**src/rtl/rst_cause_pkg.sv**
```systemverilog
// Package: shared field positions and event bundle for the reset cause recorder.
// Assumes an 8-bit status register whose bit positions are decoded by software.
package rst_cause_pkg;

    localparam int STAT_W   = 8;
    localparam int B_POR    = 7;
    localparam int B_PIN    = 6;
    localparam int B_WDOG   = 5;
    localparam int B_RSVD   = 4;
    localparam int B_LOL    = 3;
    localparam int B_LOC    = 2;
    localparam int B_LVD    = 1;
    localparam int B_WAKE   = 0;

    localparam logic [STAT_W-1:0] POR_PATTERN = 8'h82;

    // One flag per reset event; the field order is internal only.
    typedef struct packed {
        logic por;
        logic lvd;
        logic pin;
        logic wdog;
        logic lol;
        logic loc;
        logic wake;
        logic wake_pin;
    } rst_events_t;

    localparam int EV_W = $bits(rst_events_t);

endpackage

```
**src/rtl/rst_window_accum.sv**
```systemverilog
// Module: collects reset event strobes into sticky flags while the system
// reset is held low. It flags the first cycle the reset is seen released, and
// clears the flags on that cycle.
// Assumes: sys_rst_n is already synchronous to clk; strobes may be single cycle.
module rst_window_accum
    import rst_cause_pkg::*;
(
    input  logic        clk,
    input  logic        rst_n,
    input  logic        sys_rst_n,
    input  rst_events_t ev_in,
    input  logic        wdog_en,
    output rst_events_t window,
    output logic        release_now
);

    logic        sys_prev_q;
    rst_events_t gated;
    logic [EV_W-1:0] gated_vec;
    logic [EV_W-1:0] win_vec;

    // Purpose: drop watchdog strobes that arrive while the watchdog is disabled.
    always_comb begin
        gated      = ev_in;
        gated.wdog = ev_in.wdog & wdog_en;
    end

    assign gated_vec   = gated;
    assign release_now = sys_rst_n & ~sys_prev_q;

    // Purpose: remember last sampled system reset level for release detection.
    always_ff @(posedge clk) begin
        if (!rst_n) sys_prev_q <= 1'b1;
        else        sys_prev_q <= sys_rst_n;
    end

    genvar g;
    generate
        for (g = 0; g < EV_W; g++) begin : g_flag
            // Purpose: sticky flag for one event, set in the window, cleared on release.
            always_ff @(posedge clk) begin
                if (!rst_n)            win_vec[g] <= 1'b0;
                else if (release_now)  win_vec[g] <= 1'b0;
                else if (!sys_rst_n)   win_vec[g] <= win_vec[g] | gated_vec[g];
            end
        end
    endgenerate

    assign window = win_vec;

    AST_WDOG_GATED: assert property (@(posedge clk) disable iff (!rst_n)
        (!window.wdog && !wdog_en) |=> !window.wdog);
    AST_WINDOW_CLEARS: assert property (@(posedge clk) disable iff (!rst_n)
        release_now |=> (window == '0));
    AST_NO_FILL_OUTSIDE: assert property (@(posedge clk) disable iff (!rst_n)
        (sys_rst_n && window == '0) |=> (window == '0));

endmodule

```
**src/rtl/rst_cause_encoder.sv**
```systemverilog
// Module: maps the collected reset events to the status pattern.
// Precedence: power-on over wakeup over the OR of the remaining sources.
// Assumes: purely combinational, used only on the release cycle.
module rst_cause_encoder
    import rst_cause_pkg::*;
(
    input  rst_events_t       ev,
    output logic [STAT_W-1:0] pattern
);

    // Purpose: build the status byte from the event flags with fixed precedence.
    always_comb begin
        pattern = '0;
        if (ev.por) begin
            pattern = POR_PATTERN;
        end else if (ev.wake) begin
            pattern[B_WAKE] = 1'b1;
            pattern[B_PIN]  = ev.wake_pin;
        end else begin
            pattern[B_PIN]  = ev.pin;
            pattern[B_WDOG] = ev.wdog;
            pattern[B_LOL]  = ev.lol;
            pattern[B_LOC]  = ev.loc;
            pattern[B_LVD]  = ev.lvd;
        end
    end

endmodule

```
**src/rtl/rst_status_reg.sv**
```systemverilog
// Module: holds the status byte and serves the read-only register port.
// Assumes: load is a single-cycle pulse; the read path is combinational.
module rst_status_reg
    import rst_cause_pkg::*;
#(
    parameter int                ADDR_W   = 4,
    parameter logic [ADDR_W-1:0] REG_ADDR = '0
) (
    input  logic              clk,
    input  logic              rst_n,
    input  logic              load,
    input  logic [STAT_W-1:0] load_val,
    input  logic              rd_en,
    input  logic [ADDR_W-1:0] rd_addr,
    output logic [STAT_W-1:0] status,
    output logic [STAT_W-1:0] rd_data
);

    logic hit;

    // Purpose: power-on value at block reset, new pattern on release, else hold.
    always_ff @(posedge clk) begin
        if (!rst_n)     status <= POR_PATTERN;
        else if (load)  status <= load_val;
    end

    assign hit     = rd_en && (rd_addr == REG_ADDR);
    assign rd_data = hit ? status : '0;

    AST_HOLD_BETWEEN: assert property (@(posedge clk) disable iff (!rst_n)
        !load |=> $stable(status));
    AST_RSVD_ZERO: assert property (@(posedge clk) disable iff (!rst_n)
        load |=> !status[B_RSVD]);
    AST_IDLE_READ_ZERO: assert property (@(posedge clk) disable iff (!rst_n)
        !rd_en |-> (rd_data == '0));

endmodule

```
**src/rtl/rst_cause_recorder.sv**
```systemverilog
// Module: top of the reset cause recorder. It collects event strobes during
// system reset and loads the encoded cause on release. It offers the result
// as a read-only register.
// Assumes: rst_n comes only from power-on; all inputs are synchronous to clk.
module rst_cause_recorder
    import rst_cause_pkg::*;
#(
    parameter int                ADDR_W   = 4,
    parameter logic [ADDR_W-1:0] REG_ADDR = '0
) (
    input  logic              clk,
    input  logic              rst_n,
    input  logic              sys_rst_n,
    input  logic              ev_por,
    input  logic              ev_lvd,
    input  logic              ev_pin,
    input  logic              ev_wdog,
    input  logic              wdog_en,
    input  logic              ev_lol,
    input  logic              ev_loc,
    input  logic              ev_wake,
    input  logic              ev_wake_pin,
    input  logic              rd_en,
    input  logic [ADDR_W-1:0] rd_addr,
    output logic [7:0]        rd_data
);

    rst_events_t       ev_bus;
    rst_events_t       window;
    logic              release_now;
    logic [STAT_W-1:0] pattern;
    logic [STAT_W-1:0] status;

    // Purpose: bundle the separate strobe pins into one event record.
    always_comb begin
        ev_bus.por      = ev_por;
        ev_bus.lvd      = ev_lvd;
        ev_bus.pin      = ev_pin;
        ev_bus.wdog     = ev_wdog;
        ev_bus.lol      = ev_lol;
        ev_bus.loc      = ev_loc;
        ev_bus.wake     = ev_wake;
        ev_bus.wake_pin = ev_wake_pin;
    end

    rst_window_accum u_accum (
        .clk         (clk),
        .rst_n       (rst_n),
        .sys_rst_n   (sys_rst_n),
        .ev_in       (ev_bus),
        .wdog_en     (wdog_en),
        .window      (window),
        .release_now (release_now)
    );

    rst_cause_encoder u_enc (
        .ev      (window),
        .pattern (pattern)
    );

    rst_status_reg #(
        .ADDR_W   (ADDR_W),
        .REG_ADDR (REG_ADDR)
    ) u_stat (
        .clk      (clk),
        .rst_n    (rst_n),
        .load     (release_now),
        .load_val (pattern),
        .rd_en    (rd_en),
        .rd_addr  (rd_addr),
        .status   (status),
        .rd_data  (rd_data)
    );

    AST_POR_EXACT: assert property (@(posedge clk) disable iff (!rst_n)
        (release_now && window.por) |=> (status == 8'h82));
    AST_PIN_WAKE: assert property (@(posedge clk) disable iff (!rst_n)
        (release_now && !window.por && window.wake && window.wake_pin)
        |=> (status == 8'h41));
    AST_LOAD_ON_RELEASE: assert property (@(posedge clk) disable iff (!rst_n)
        release_now |=> (status == $past(pattern)));

endmodule

```
**config.mk**
```make
export PLATFORM = sky130hd
export DESIGN_NAME = rst_cause_recorder
export DESIGN_NICKNAME = d
export VERILOG_FILES = /design/src/rtl/rst_cause_pkg.sv /design/src/rtl/rst_window_accum.sv /design/src/rtl/rst_cause_encoder.sv /design/src/rtl/rst_status_reg.sv /design/src/rtl/rst_cause_recorder.sv
export SDC_FILE = /design/constraint.sdc
export NUM_CORES = 1
export LEC_CHECK = 0
export BUFFER_PORTS_ARGS = -buffer_cell sky130_fd_sc_hd__buf_2
export CORE_MARGIN = 4
export CORE_UTILIZATION = 49
export DETAILED_ROUTE_END_ITERATION = 10
export PLACE_DENSITY_LB_ADDON = 0.08
export SLEW_MARGIN = 20
export SYNTH_ARGS = -nofsm -noshare
export SYNTH_HDL_FRONTEND = slang
export SYNTH_HIERARCHICAL = 1
export SYNTH_SLANG_ARGS = --single-unit
```
**constraint.sdc**
```tcl
create_clock -name clk -period 1.32 [get_ports clk]
set_input_delay 0 -clock clk [delete_from_list [all_inputs] [get_ports clk]]
set_output_delay 0 -clock clk [all_outputs]
set_load 0.01 [all_outputs]
```
* After elaboration in Yosys (flattened, before gate mapping)
Cells that the tools add are included.
Operators by class: add/subtract/negate cells 0, multipliers 0, div/mod/pow operators 0, magnitude comparators 0, equal/unequal tests 0, shifts and indexed selects 0, muxes and demuxes 8, bitwise gates (word level) 12, reductions and logical operators 3
Operators by type and width (number):
- $mux W8 | 1
- $or A1 B1 Y1 | 8
- $logic_not A4 Y1 | 1
- $mux W1 | 4
- $mux W4 | 1
- $mux W3 | 1
- $and A1 B1 Y1 | 2
- $mux W2 | 1
- $not A1 Y1 | 2
- $reduce_or A2 Y1 | 1
- $logic_and A1 B1 Y1 | 1
Word-level totals: bits in registers 16, latch bits 0, RAM bits 0, memory bits (read-only) 0, bits of input ports 17, output and inout bits 8, logic and storage cells 33, memories kept 0

* Depth between registers and ports, before layout
Gate-level depths: netlist of run 1.
word-level depth 3, depth in mapped cells 5, mapped depth without buffers 4

* By module
The synthesis of run 1 kept the hierarchy.
By module, submodules not included:
- rst_status_reg | times used 1, cells each 36, area each 415.4 µm², seq. area each 160.2 µm²
- rst_window_accum | times used 1, cells each 45, area each 371.6 µm², seq. area each 180.2 µm²
- rst_cause_encoder | times used 1, cells each 12, area each 70.1 µm², seq. area each 0.0 µm²

* Worst setup path after synthesis of run 1
Ideal clock, no wire load.
path type register to register, start point register u_accum.sys_prev_q, end point register u_stat.status[1], setup time 0.115 ns, data arrival time 0.990 ns, data required time 1.205 ns, setup slack 0.215 ns, stages on the path, launching flop included 6, buffers on the path 2, period minus slack after synthesis 1.105 ns, path through dfxtp_1 -> buf_4 -> nor2b_4 -> buf_2 -> mux2i_1 -> nand2_1
On the way: longest elaborated chain between the ends 2
RTL lines:
- from (decl) | RTL line rst_window_accum.sv:17 | logic sys_prev_q;
- from (signal assigned) | RTL line rst_window_accum.sv:34 | else sys_prev_q <= sys_rst_n;
- $not A1 Y1 | RTL line rst_window_accum.sv:29 | assign release_now = sys_rst_n & ~sys_prev_q;
- $and A1 B1 Y1 | RTL line rst_window_accum.sv:29
- net release_now | RTL line rst_cause_recorder.sv:30 | logic release_now;
- to (signal assigned) | RTL line rst_status_reg.sv:24 | else if (load) status <= load_val;
- to (decl) | RTL line rst_status_reg.sv:15 | output logic [STAT_W-1:0] status,
The timed path passes the listed nets, and every way through them passes these cells. A chain may end at the register's enable or synchronous reset.

* Worst setup path after layout of run 1
start point input port rd_addr[0], end point output port rd_data[1]
On the way: longest elaborated chain between the ends 3
RTL lines:
- from (decl) | RTL line rst_cause_recorder.sv:24 | input logic [ADDR_W-1:0] rd_addr,
- $logic_not A4 Y1 | RTL line rst_status_reg.sv:27 | assign hit = rd_en && (rd_addr == REG_ADDR);
- $logic_and A1 B1 Y1 | RTL line rst_status_reg.sv:27
- $mux W8 | RTL line rst_status_reg.sv:28 | assign rd_data = hit ? status : '0;
- to (decl) | RTL line rst_cause_recorder.sv:25 | output logic [7:0] rd_data
Every way passes these cells.

==> results of run 1 <==
-- placed cells by master, fill, tap and decap left out --
cell and instances:
nor3b_2 8, and2_1 11, conb_1 1, nor2b_1 6, o21ai_0 7, o22ai_1 1, or4b_1 1, mux2i_1 9
clkbuf_1 1, clkbuf_4 3, a21oi_1 1, nand2_1 9, nand2b_1 1, nor2b_4 1, inv_1 3, buf_4 1
dfxtp_1 17, nor2_1 9, buf_2 24, a21o_1 1
-- area by class of cell --
cell class,count,area [um^2]
inverters,3,11.3
fillers,137,599
multi-input cells,66,452
repair buffers,25,128
well taps,16,20.0
flip-flops and latches,17,340
clock buffers,4,26.3
-- worst paths after layout --
check | from | end | slack [ns] | cells after the start
max | rd_addr[0] | rd_data[1] | 0.11 | 4
min reg2reg | u_stat/status[7] | u_stat/status[7] | 0.48 | 2
min | rst_n | u_stat/status[7] | 0.02 | 2
max reg2reg | u_accum/sys_prev_q | u_stat/status[3] | 0.26 | 3
-- sequential cells by signal (all words and copies together) (netlist names) --
| name | cells |
|---|---|
| u_accum/window | 8 |
| u_stat/status | 8 |
| u_accum/sys_prev_q | 1 |
-- metal layers --
metal / up-vias / track usage, % / share of wire, %
li1: 342 / - / -
met1: 281 / 16.1 / 47
met2: 15 / 21.6 / 46
met3: 2 / 3.31 / 5.8
met5: - / 0 / 0
met4: 0 / 5.53 / 0.81
-- power groups by stage --
stage | Combinational, mW | Clock, mW | Sequential (mW)
final | 0.125 | 0.262 | 0.560
after global routing | 0.142 | 0.299 | 0.565
after floorplan | 0.0978 | 0 | 0.566
after global placement | 0.122 | 0 | 0.572
after CTS | 0.127 | 0.275 | 0.561
after detailed placement | 0.126 | 0 | 0.573
-- through the flow --
stage	power, mW	setup WS [ns]	hold WS, ns	util, %
6_report	0.947	0.105	0.0162	62.0
2_1_floorplan	0.664	0.215	0.0619	-
4_1_cts	0.963	0.0963	0.00932	62.0
3_5_place_dp	0.700	0.0955	0.306	60.3
3_3_place_gp	0.694	0.114	0.305	60.3
5_1_grt	1.01	0.0527	0.0346	62.0
-- logic make-up after synthesis --
kind of cell,count (synthesis),share of synthesized area (%)
buf+inv,10,7.59
flops,17,39.7
other cells,1,0.438
mux,9,10.5
simple gates,46,35.5
compound gates,10,6.28
-- worst max-delay path: cells and delay by family --
kind | cells | cell delay, ns
buffers and inverters | 2 | 0.24
AND/OR/NAND/NOR | 2 | 0.97
==> impl_metrics.py, run 1 <==
metrics = {
    "outcome": {
        "status": "finished clean",
    },
    "grt": {
        "grt_pass1_wl_um": 2580,
        "antenna_found_initial": 0,
        "grt_pass1_vias": 603,
        "track_usage_pct": 13.1,
        "grt_remaining_overflow": 0,
        "grt_max_degree": 18,
    },
    "die": {
        "pin_count": 25,
        "core_mm2": 0.00158,
        "die_h_um": 49.8,
        "design.die.area_mm2": 0.00248,
        "initial_core_util_pct": 54.4,
        "num_rows": 14,
        "fp.dieW_um": 49.8,
    },
    "timing": {
        "period_share_pct": 92.0,
        "final_hold_viol_count": 0,
        "final_max_slew_viol_count": 0,
        "finalCriticalPeriod_ns": 1.21,
        "fmax_mhz": 823,
        "rsz0062_at_grt": "no",
        "finalSetupViolCount": 0,
        "final.setup.tns_ns": 0,
        "fin_skew_ns": 0.00311,
    },
    "drt": {
        "wl_per_cell_um": 11.2,
        "ant_nets": 0,
        "firstDrtPassIters": 3,
        "finalWirelength_um": 1470,
        "drc": 0,
        "initialDrtViolationCount": 8,
        "vias": 640,
        "via_per_inst": 4.89,
    },
    "pwr": {
        "swShare_pct": 23.6,
        "pwr-share-seq_pct": 59.1,
        "irDropWorstVdd_mv": 0.588,
        "clkPwrFrac_pct": 27.7,
        "leakagePower_nw": 0.416,
        "power_density_mw_per_mm2": 969,
        "p_comb_share_pct": 13.2,
        "p_int_mw": 0.723,
        "p_switching_mw": 0.224,
    },
    "clock_network": {
        "clk_pin_slew_ns": 0.09,
        "cts_tree": "done",
        "cts_root_buf": "clkbuf_4",
        "clock-sinks": 17,
        "clk_latency_ns": 0.27,
        "clk_path_buf_depth": 2,
        "cts_hold_repair.buffers": 0,
        "htree_levels": 1,
        "cts_made_buffers": 3,
        "cts.repair.resized": 0,
        "cts_setup_buffers": 0,
    },
    "final_layout": {
        "syn2layout_area_growth_pct": 14.0,
        "n_antenna_cell": 0,
        "layout.nets": 133,
        "final_area_um2": 977,
        "layout-drive-gt1-share_pct": 32.2,
        "fin_cells": 131,
    },
    "place": {
        "dp_hpwl_um": 1100,
        "portBuffers": 24,
        "dp_cells": 127,
        "place_congestion": 0.709,
        "placed_area_um2": 951,
    },
    "yosys": {
        "yosys-top-cells-count": "17 x dfxtp_1, 11 x and2_1, 9 x mux2i_1, 9 x nand2_1, 9 x nor2_1",
        "ys_ff_latch": 17,
        "synth_most_common_cell": "dfxtp_1",
        "syn_area_um2": 857,
        "synth_top_area_share_pct": 39.7,
        "yosysSeqAreaShare_pct": 39.7,
        "synth_top_area_cell": "dfxtp_1",
        "ys_warn_count": 6,
        "synthFlopType": "dfxtp_1",
        "syn_area_per_cell_um2": 9.22,
        "synth_edf_count": 0,
        "netlist_top_cells_area": "dfxtp_1 40%, nor3b_2 12%, mux2i_1 11%",
        "synth.distinct_cells": 20,
        "synthArstFlopShare_pct": 0,
        "synth_nets": 110,
        "synthCells": 93,
    },
    "critical_path": {
        "path_class": "input port to output port",
        "cp.required_ns": 1.32,
        "worstPathMaxFanout": 8,
        "crit_slowest_cell": "or4b_1",
        "path_cells": "buf_2 > or4b_1 > nor3b_2 > buf_2",
        "crit_arrival_ns": 1.21,
        "cp_common_cell": "buf_2",
        "end_kind": "output port",
        "startpoint_type": "input port",
        "slowest_delay_ns": 0.74,
    },
    "run": {
        "cap_violations": 0,
    },
    "worst_hold_path": {
        "hold_path_class": "input port to flop",
    },
}
Power figures use the tool's default switching activity.
==> inputs of run 2 (changes only) <==
--- a/config.mk
+++ b/config.mk
@@ -7,11 +7,10 @@
 export LEC_CHECK = 0
 export BUFFER_PORTS_ARGS = -buffer_cell sky130_fd_sc_hd__buf_2
 export CORE_MARGIN = 4
-export CORE_UTILIZATION = 49
+export CORE_UTILIZATION = 43
 export DETAILED_ROUTE_END_ITERATION = 10
 export PLACE_DENSITY_LB_ADDON = 0.08
 export SLEW_MARGIN = 20
 export SYNTH_ARGS = -nofsm -noshare
 export SYNTH_HDL_FRONTEND = slang
-export SYNTH_HIERARCHICAL = 1
 export SYNTH_SLANG_ARGS = --single-unit
==> run 2 against run 1 <==
Effect of this change: first-iteration DRC count increased by 13%; routed wire length decreased by 17%; worst setup slack got worse by 0.0030 ns; critical path depth increased by 1; synthesized cell count decreased by 35%; cell area decreased by 13%; flip-flop and latch count decreased by 1; largest cell class is now sequential cells; highest routed layer unchanged.
==> impl_metrics.py, run 2 <==
metrics = {
    "timing": {
        "final.setup.tns_ns": 0,
        "finalSetupViolCount": 0,
        "fin_skew_ns": 0.00468,
        "fmax_mhz": 821,
        "final_max_slew_viol_count": 0,
        "finalCriticalPeriod_ns": 1.22,
        "finalWorstSetupSlack_ns": 0.102,
        "rsz0062_at_grt": "no",
        "holdWs_ns": 0.0644,
        "final_hold_viol_count": 0,
        "period_share_pct": 92.3,
    },
    "yosys": {
        "synth_top_area_cell": "dfxtp_1",
        "muxShareOfSynthArea_pct": 1.71,
        "synthAdderAreaFrac_pct": 0,
        "synthCells": 60,
        "ys_warn_count": 0,
        "synth_top_family_by_area": "simple AND/OR/NAND/NOR gates",
        "yosys.area_share.simple_pct": 23.9,
        "syn_area_um2": 586,
        "syn_area_per_cell_um2": 9.76,
        "ys_ff_latch": 16,
        "netlist_top_cells_area": "dfxtp_1 55%, and3_1 7.5%, a21oi_1 6.0%",
        "yosys-top-cells-count": "16 x dfxtp_1, 9 x nor2_1, 7 x a21oi_1, 7 x and3_1",
        "synth.distinct_cells": 21,
        "synth_edf_count": 0,
        "synth-xor-area-share_pct": 0,
        "synth_top_area_share_pct": 54.7,
        "synthFlopType": "dfxtp_1",
        "synthArstFlopShare_pct": 0,
        "synth_compound_area_share_pct": 17.1,
        "synth_nets": 77,
        "yosysSeqAreaShare_pct": 54.7,
        "synth_most_common_cell": "dfxtp_1",
    },
    "critical_path": {
        "cp.required_ns": 1.49,
        "crit_arrival_ns": 1.39,
        "end_kind": "flop",
        "worstPathMaxFanout": 1,
        "ff2ff_path_depth": 3,
        "path_class": "input port to flop",
        "startpoint_type": "input port",
    },
    "drt": {
        "via_per_inst": 4.86,
        "drc": 0,
        "initialDrtViolationCount": 9,
        "ant_nets": 0,
        "finalWirelength_um": 1220,
        "vias": 539,
        "wl_per_cell_um": 11.0,
        "firstDrtPassIters": 4,
    },
    "place": {
        "place_congestion": 0.618,
        "dpl_worst_slack_ns": 0.264,
        "dp_hpwl_um": 909,
        "portBuffers": 23,
    },
    "final_layout": {
        "filler_cell_count": 108,
        "layout.nets": 114,
        "largest_reg_flops": 8,
        "n_antenna_cell": 0,
        "syn2layout_area_growth_pct": 44.9,
        "layout-drive-gt1-share_pct": 29.2,
        "final_common_cell": "buf_2",
        "most-common-layout-cells": "23 x buf_2, 16 x dfxtp_1, 10 x dlygate4sd3_1, 9 x nor2_1",
    },
    "die": {
        "core_mm2": 0.00128,
        "die_h_um": 44.9,
        "fp.dieW_um": 44.9,
        "design.die.area_mm2": 0.00202,
        "num_rows": 13,
        "pin_count": 25,
        "initial_core_util_pct": 45.6,
    },
    "clock_network": {
        "cts_root_buf": "clkbuf_4",
        "htree_levels": 1,
        "cts.repair.resized": 0,
        "clock-sinks": 16,
        "cts_made_buffers": 3,
        "clk_pin_slew_ns": 0.09,
        "cts_tree": "done",
        "clk_latency_ns": 0.28,
        "clk_path_buf_depth": 2,
    },
    "grt": {
        "antenna_found_initial": 0,
        "grt_max_degree": 11,
        "track_usage_pct": 14.6,
        "grt_pass1_vias": 533,
        "grt_remaining_overflow": 0,
        "grt_pass1_wl_um": 2150,
    },
    "worst_hold_path": {
        "hold_path_class": "input port to flop",
        "whs_path_depth": 4,
    },
    "pwr": {
        "leakagePower_nw": 0.406,
        "power_density_mw_per_mm2": 1110,
        "irDropWorstVdd_mv": 0.612,
    },
    "run": {
        "cap_violations": 0,
    },
    "outcome": {
        "status": "finished clean",
    },
}
-- run 2: changes by cell type after synthesis, sizes merged, moves of 3 or more --
cell,before,now
a21oi,1,7
a22o,0,3
and2,11,1
and3,0,7
buf,6,1
inv,3,0
mux2i,9,1
nand2,9,3
nor2b,7,1
nor3b,8,0
o21ai,7,0
-- run 2: metrics by stage --
step / total power, mW / std cells / cell area (um^2) / utilization [%]
after floorplan: 0.570 / 60 / 586 / -
after detailed placement: 0.608 / 97 / 712 / 55.4
final: 0.938 / 111 / 848 / 66.0
after global routing: 0.985 / 111 / 848 / 66.0
after global placement: 0.605 / 97 / 712 / 55.4
after CTS: 0.947 / 111 / 848 / 66.0
-- run 2: critical path, stage by stage --
cell and delay (ns):
dlygate4sd3_1 0.54, buf_2 0.12, a31oi_1 0.13, dlygate4sd3_1 0.56, nor2_1 0.04
-- run 2: per-layer routing --
metal  up-vias  wire [um]  GRT usage [%]
met5         -          0              0
met4         0         12           8.77
met3         2         85           2.39
met2        16        577           24.1
met1       236        544           17.7
li1        285          -              -
-- run 2: cell type report --
cell class / count / area (um^2) / area share, %
Inverter: 1 / 3.75 / 0.442
Clock buffer: 4 / 36.3 / 4.28
Tap cell: 15 / 18.8 / 2.21
Sequential cell: 16 / 320 / 37.8
Timing Repair Buffer: 33 / 215 / 25.4
Multi-Input combinational cell: 42 / 254 / 29.9
-- run 2: power breakdown --
group	switching, mW	internal [mW]	leakage (nW)
Sequential	0.0132	0.505	0.131
Combinational	0.0435	0.0591	0.254
Clock	0.149	0.168	0.0210
-- run 2: cell families (layout without fill, tap and decap cells) --
logic type / count (synthesis) / in the layout
buf+inv: 2 / 38
compound gates: 15 / 15
other cells: 1 / 1
mux: 1 / 1
flops: 16 / 16
simple gates: 25 / 25
-- run 2: final timing paths --
path                     start                 to  slack, ns
max                    wdog_en  u_accum.window[4]       0.10
min                  sys_rst_n   u_stat.status[0]       0.06
max reg2reg  u_accum.window[4]  u_accum.window[4]       0.16
min reg2reg   u_stat.status[0]   u_stat.status[0]       0.45
-- run 2: what timing repair did --
action,in CTS,in global routing
hold buffers,10,0
hold endpoints to repair,10,0
setup buffers,0,0
==> inputs of run 3 (changes only) <==
--- a/config.mk
+++ b/config.mk
@@ -10,6 +10,7 @@
 export CORE_UTILIZATION = 43
 export DETAILED_ROUTE_END_ITERATION = 10
 export PLACE_DENSITY_LB_ADDON = 0.08
+export REMOVE_ABC_BUFFERS = 1
 export SLEW_MARGIN = 20
 export SYNTH_ARGS = -nofsm -noshare
 export SYNTH_HDL_FRONTEND = slang
==> constraint.sdc (replaced) <==
create_clock -name clk -period 1.32 [get_ports clk]
set_input_delay 0.264 -clock clk [delete_from_list [all_inputs] [get_ports clk]]
set_output_delay 0.264 -clock clk [all_outputs]
set_load 0.01 [all_outputs]
==> run 3 against run 2 <==
Effect of this change: the run now ends with negative setup slack left; sequential share of layout area rose by 0.45 points; utilization fell by 0.78 points; cell count fell by 8.1%; first-iteration DRC count fell by 89%.
==> impl_metrics.py, run 3 (same netlist as run 2, synthesis figures left out) <==
metrics = {
    "drt": {
        "vias": 518,
        "initialDrtViolationCount": 1,
        "via_per_inst": 5.08,
        "finalWirelength_um": 1240,
        "firstDrtPassIters": 3,
        "wl_per_cell_um": 12.2,
        "drc": 0,
        "ant_nets": 0,
    },
    "worst_hold_path": {
        "hold_path_class": "input port to flop",
        "min_from": "rst_n",
    },
    "pwr": {
        "swShare_pct": 23.1,
        "clkPwrFrac_pct": 28.8,
        "irDropWorstVdd_mv": 0.523,
        "p_switching_mw": 0.198,
        "power_density_mw_per_mm2": 1020,
        "pwr-share-seq_pct": 60.5,
        "leakagePower_nw": 0.366,
        "p_int_mw": 0.659,
        "p_comb_share_pct": 10.7,
    },
    "critical_path": {
        "startpoint": "rd_addr[2]",
        "ff2ff_path_depth": 3,
        "slowest_delay_ns": 0.26,
        "end_kind": "output port",
        "cp.required_ns": 1.06,
        "worstPathMaxFanout": 7,
        "crit_buf_inv": 3,
        "path_cells": "buf_6 > nor4_4 > buf_4 > and3_4 > buf_6",
        "startpoint_type": "input port",
        "crit_cells": 5,
        "endpoint": "rd_data[3]",
        "ff2ff_setup_slack_ns": 0.26,
        "r2r-end": "u_stat.status[0]",
        "crit_slowest_cell": "nor4_4",
        "cp_common_cell": "buf_6",
        "path_class": "input port to output port",
        "crit_arrival_ns": 1.07,
        "r2r_start": "u_accum.sys_prev_q",
        "crit_family": "simple AND/OR/NAND/NOR gates",
    },
    "die": {
        "pin_count": 25,
        "num_rows": 13,
        "initial_core_util_pct": 45.6,
        "design.die.area_mm2": 0.00202,
        "die_h_um": 44.9,
        "fp.dieW_um": 44.9,
        "core_mm2": 0.00128,
    },
    "final_layout": {
        "n_antenna_cell": 0,
        "layout-drive-gt1-share_pct": 40.2,
        "most-common-layout-cells": "16 x dfxtp_1, 15 x buf_2, 9 x nor2_1, 8 x buf_6, 7 x a21oi_1",
        "fin_cells": 102,
        "final_area_um2": 838,
        "final_util_pct": 65.2,
        "final_common_cell": "dfxtp_1",
        "largest_reg_flops": 8,
        "layout.nets": 106,
        "filler_cell_count": 109,
        "syn2layout_area_growth_pct": 43.2,
    },
    "clock_network": {
        "clk_path_buf_depth": 2,
        "htree_levels": 1,
        "cts_hold_repair.buffers": 0,
        "cts_root_buf": "clkbuf_4",
        "clk_latency_ns": 0.27,
        "clk_pin_slew_ns": 0.09,
        "cts_tree": "done",
        "cts_made_buffers": 3,
        "cts_setup_buffers": 0,
        "clock-sinks": 16,
    },
    "place": {
        "dp_hpwl_um": 942,
        "place_congestion": 0.686,
        "placed_area_um2": 727,
        "dp_cells": 99,
        "portBuffers": 23,
    },
    "grt": {
        "track_usage_pct": 13.0,
        "grt_max_degree": 10,
        "grt_pass1_vias": 476,
        "antenna_found_initial": 0,
        "grt_pass1_wl_um": 1910,
        "grt_remaining_overflow": 0,
    },
    "timing": {
        "final_hold_viol_count": 0,
        "fmax_mhz": 752,
        "finalSetupViolCount": 3,
        "finalCriticalPeriod_ns": 1.33,
        "finalWorstSetupSlack_ns": -0.0106,
        "period_share_pct": 101,
        "final_max_slew_viol_count": 0,
        "rsz0062_at_grt": "yes",
        "fin_skew_ns": 0.00167,
    },
    "outcome": {
        "status": "finished with violations",
        "failed_checks": "negative setup slack",
    },
    "run": {
        "cap_violations": 0,
    },
}
-- run 3: cell types whose count changed in the layout (fill, tap and decap cells not counted) --
cell           delta
nor4_2            -1
buf_4             +2
and3_1            -6
and3_4            +6
buf_2             -8
clkbuf_8          -1
nor4_4            +1
buf_6             +8
dlygate4sd3_1    -10
-- run 3: layout make-up --
cell class / count / area [um^2] / share of cell area (%)
timing repair buffer: 25 / 180 / 21.5
clock buffer: 3 / 22.5 / 2.69
multi-input combinational: 42 / 293 / 34.9
sequential: 16 / 320 / 38.2
tap: 15 / 18.8 / 2.24
inverter: 1 / 3.75 / 0.448
-- run 3: routing by layer --
metal	track usage, %	routed length, um
met5	0	0
met4	7.02	12
met3	2.39	115
met2	23.2	575
met1	14.5	540
-- run 3: worst reg2reg max path, cell delays in order (launching register included) --
cell and delay, ns:
dfxtp_1 0.31, nand2b_1 0.17, or3b_1 0.39, a21boi_1 0.13
-- run 3: worst min-delay path by stage --
stage	end	slack, ns	cells past startpoint
after floorplan	u_accum.sys_prev_q	0.33	1
after global placement	u_stat.status[0]	0.44	2
after detailed placement	u_stat.status[6]	0.45	1
after CTS	u_accum.sys_prev_q	0.19	2
after global routing	u_accum.sys_prev_q	0.19	2
final	u_accum.sys_prev_q	0.19	2
-- run 3: stage by stage --
step                      power (mW)  setup TNS [ns]  worst slack [ns]  hold slack [ns]
after floorplan                0.568               0             0.161            0.334
after CTS                      0.868         -0.0973           -0.0195            0.186
after detailed placement       0.613          -0.283           -0.0469            0.448
after global placement         0.609               0            0.0154            0.440
after global routing           0.896          -0.372           -0.0611            0.191
final                          0.856         -0.0116           -0.0106            0.189
-- run 3: power groups by stage --
stage / registers, mW / clock network (mW) / logic [mW]
5_1_grt: 0.521 / 0.271 / 0.104
3_3_place_gp: 0.529 / 0 / 0.0805
6_report: 0.518 / 0.246 / 0.0919
3_5_place_dp: 0.529 / 0 / 0.0836
2_1_floorplan: 0.525 / 0 / 0.0427
4_1_cts: 0.518 / 0.257 / 0.0929
-- run 3: what timing repair did --
| item | CTS | global route |
|---|---|---|
| gates cloned | 0 | 0 |
| pin swaps | 8 | 1 |
| setup endpoints to repair | 7 | 7 |
| resized for setup | 11 | 4 |
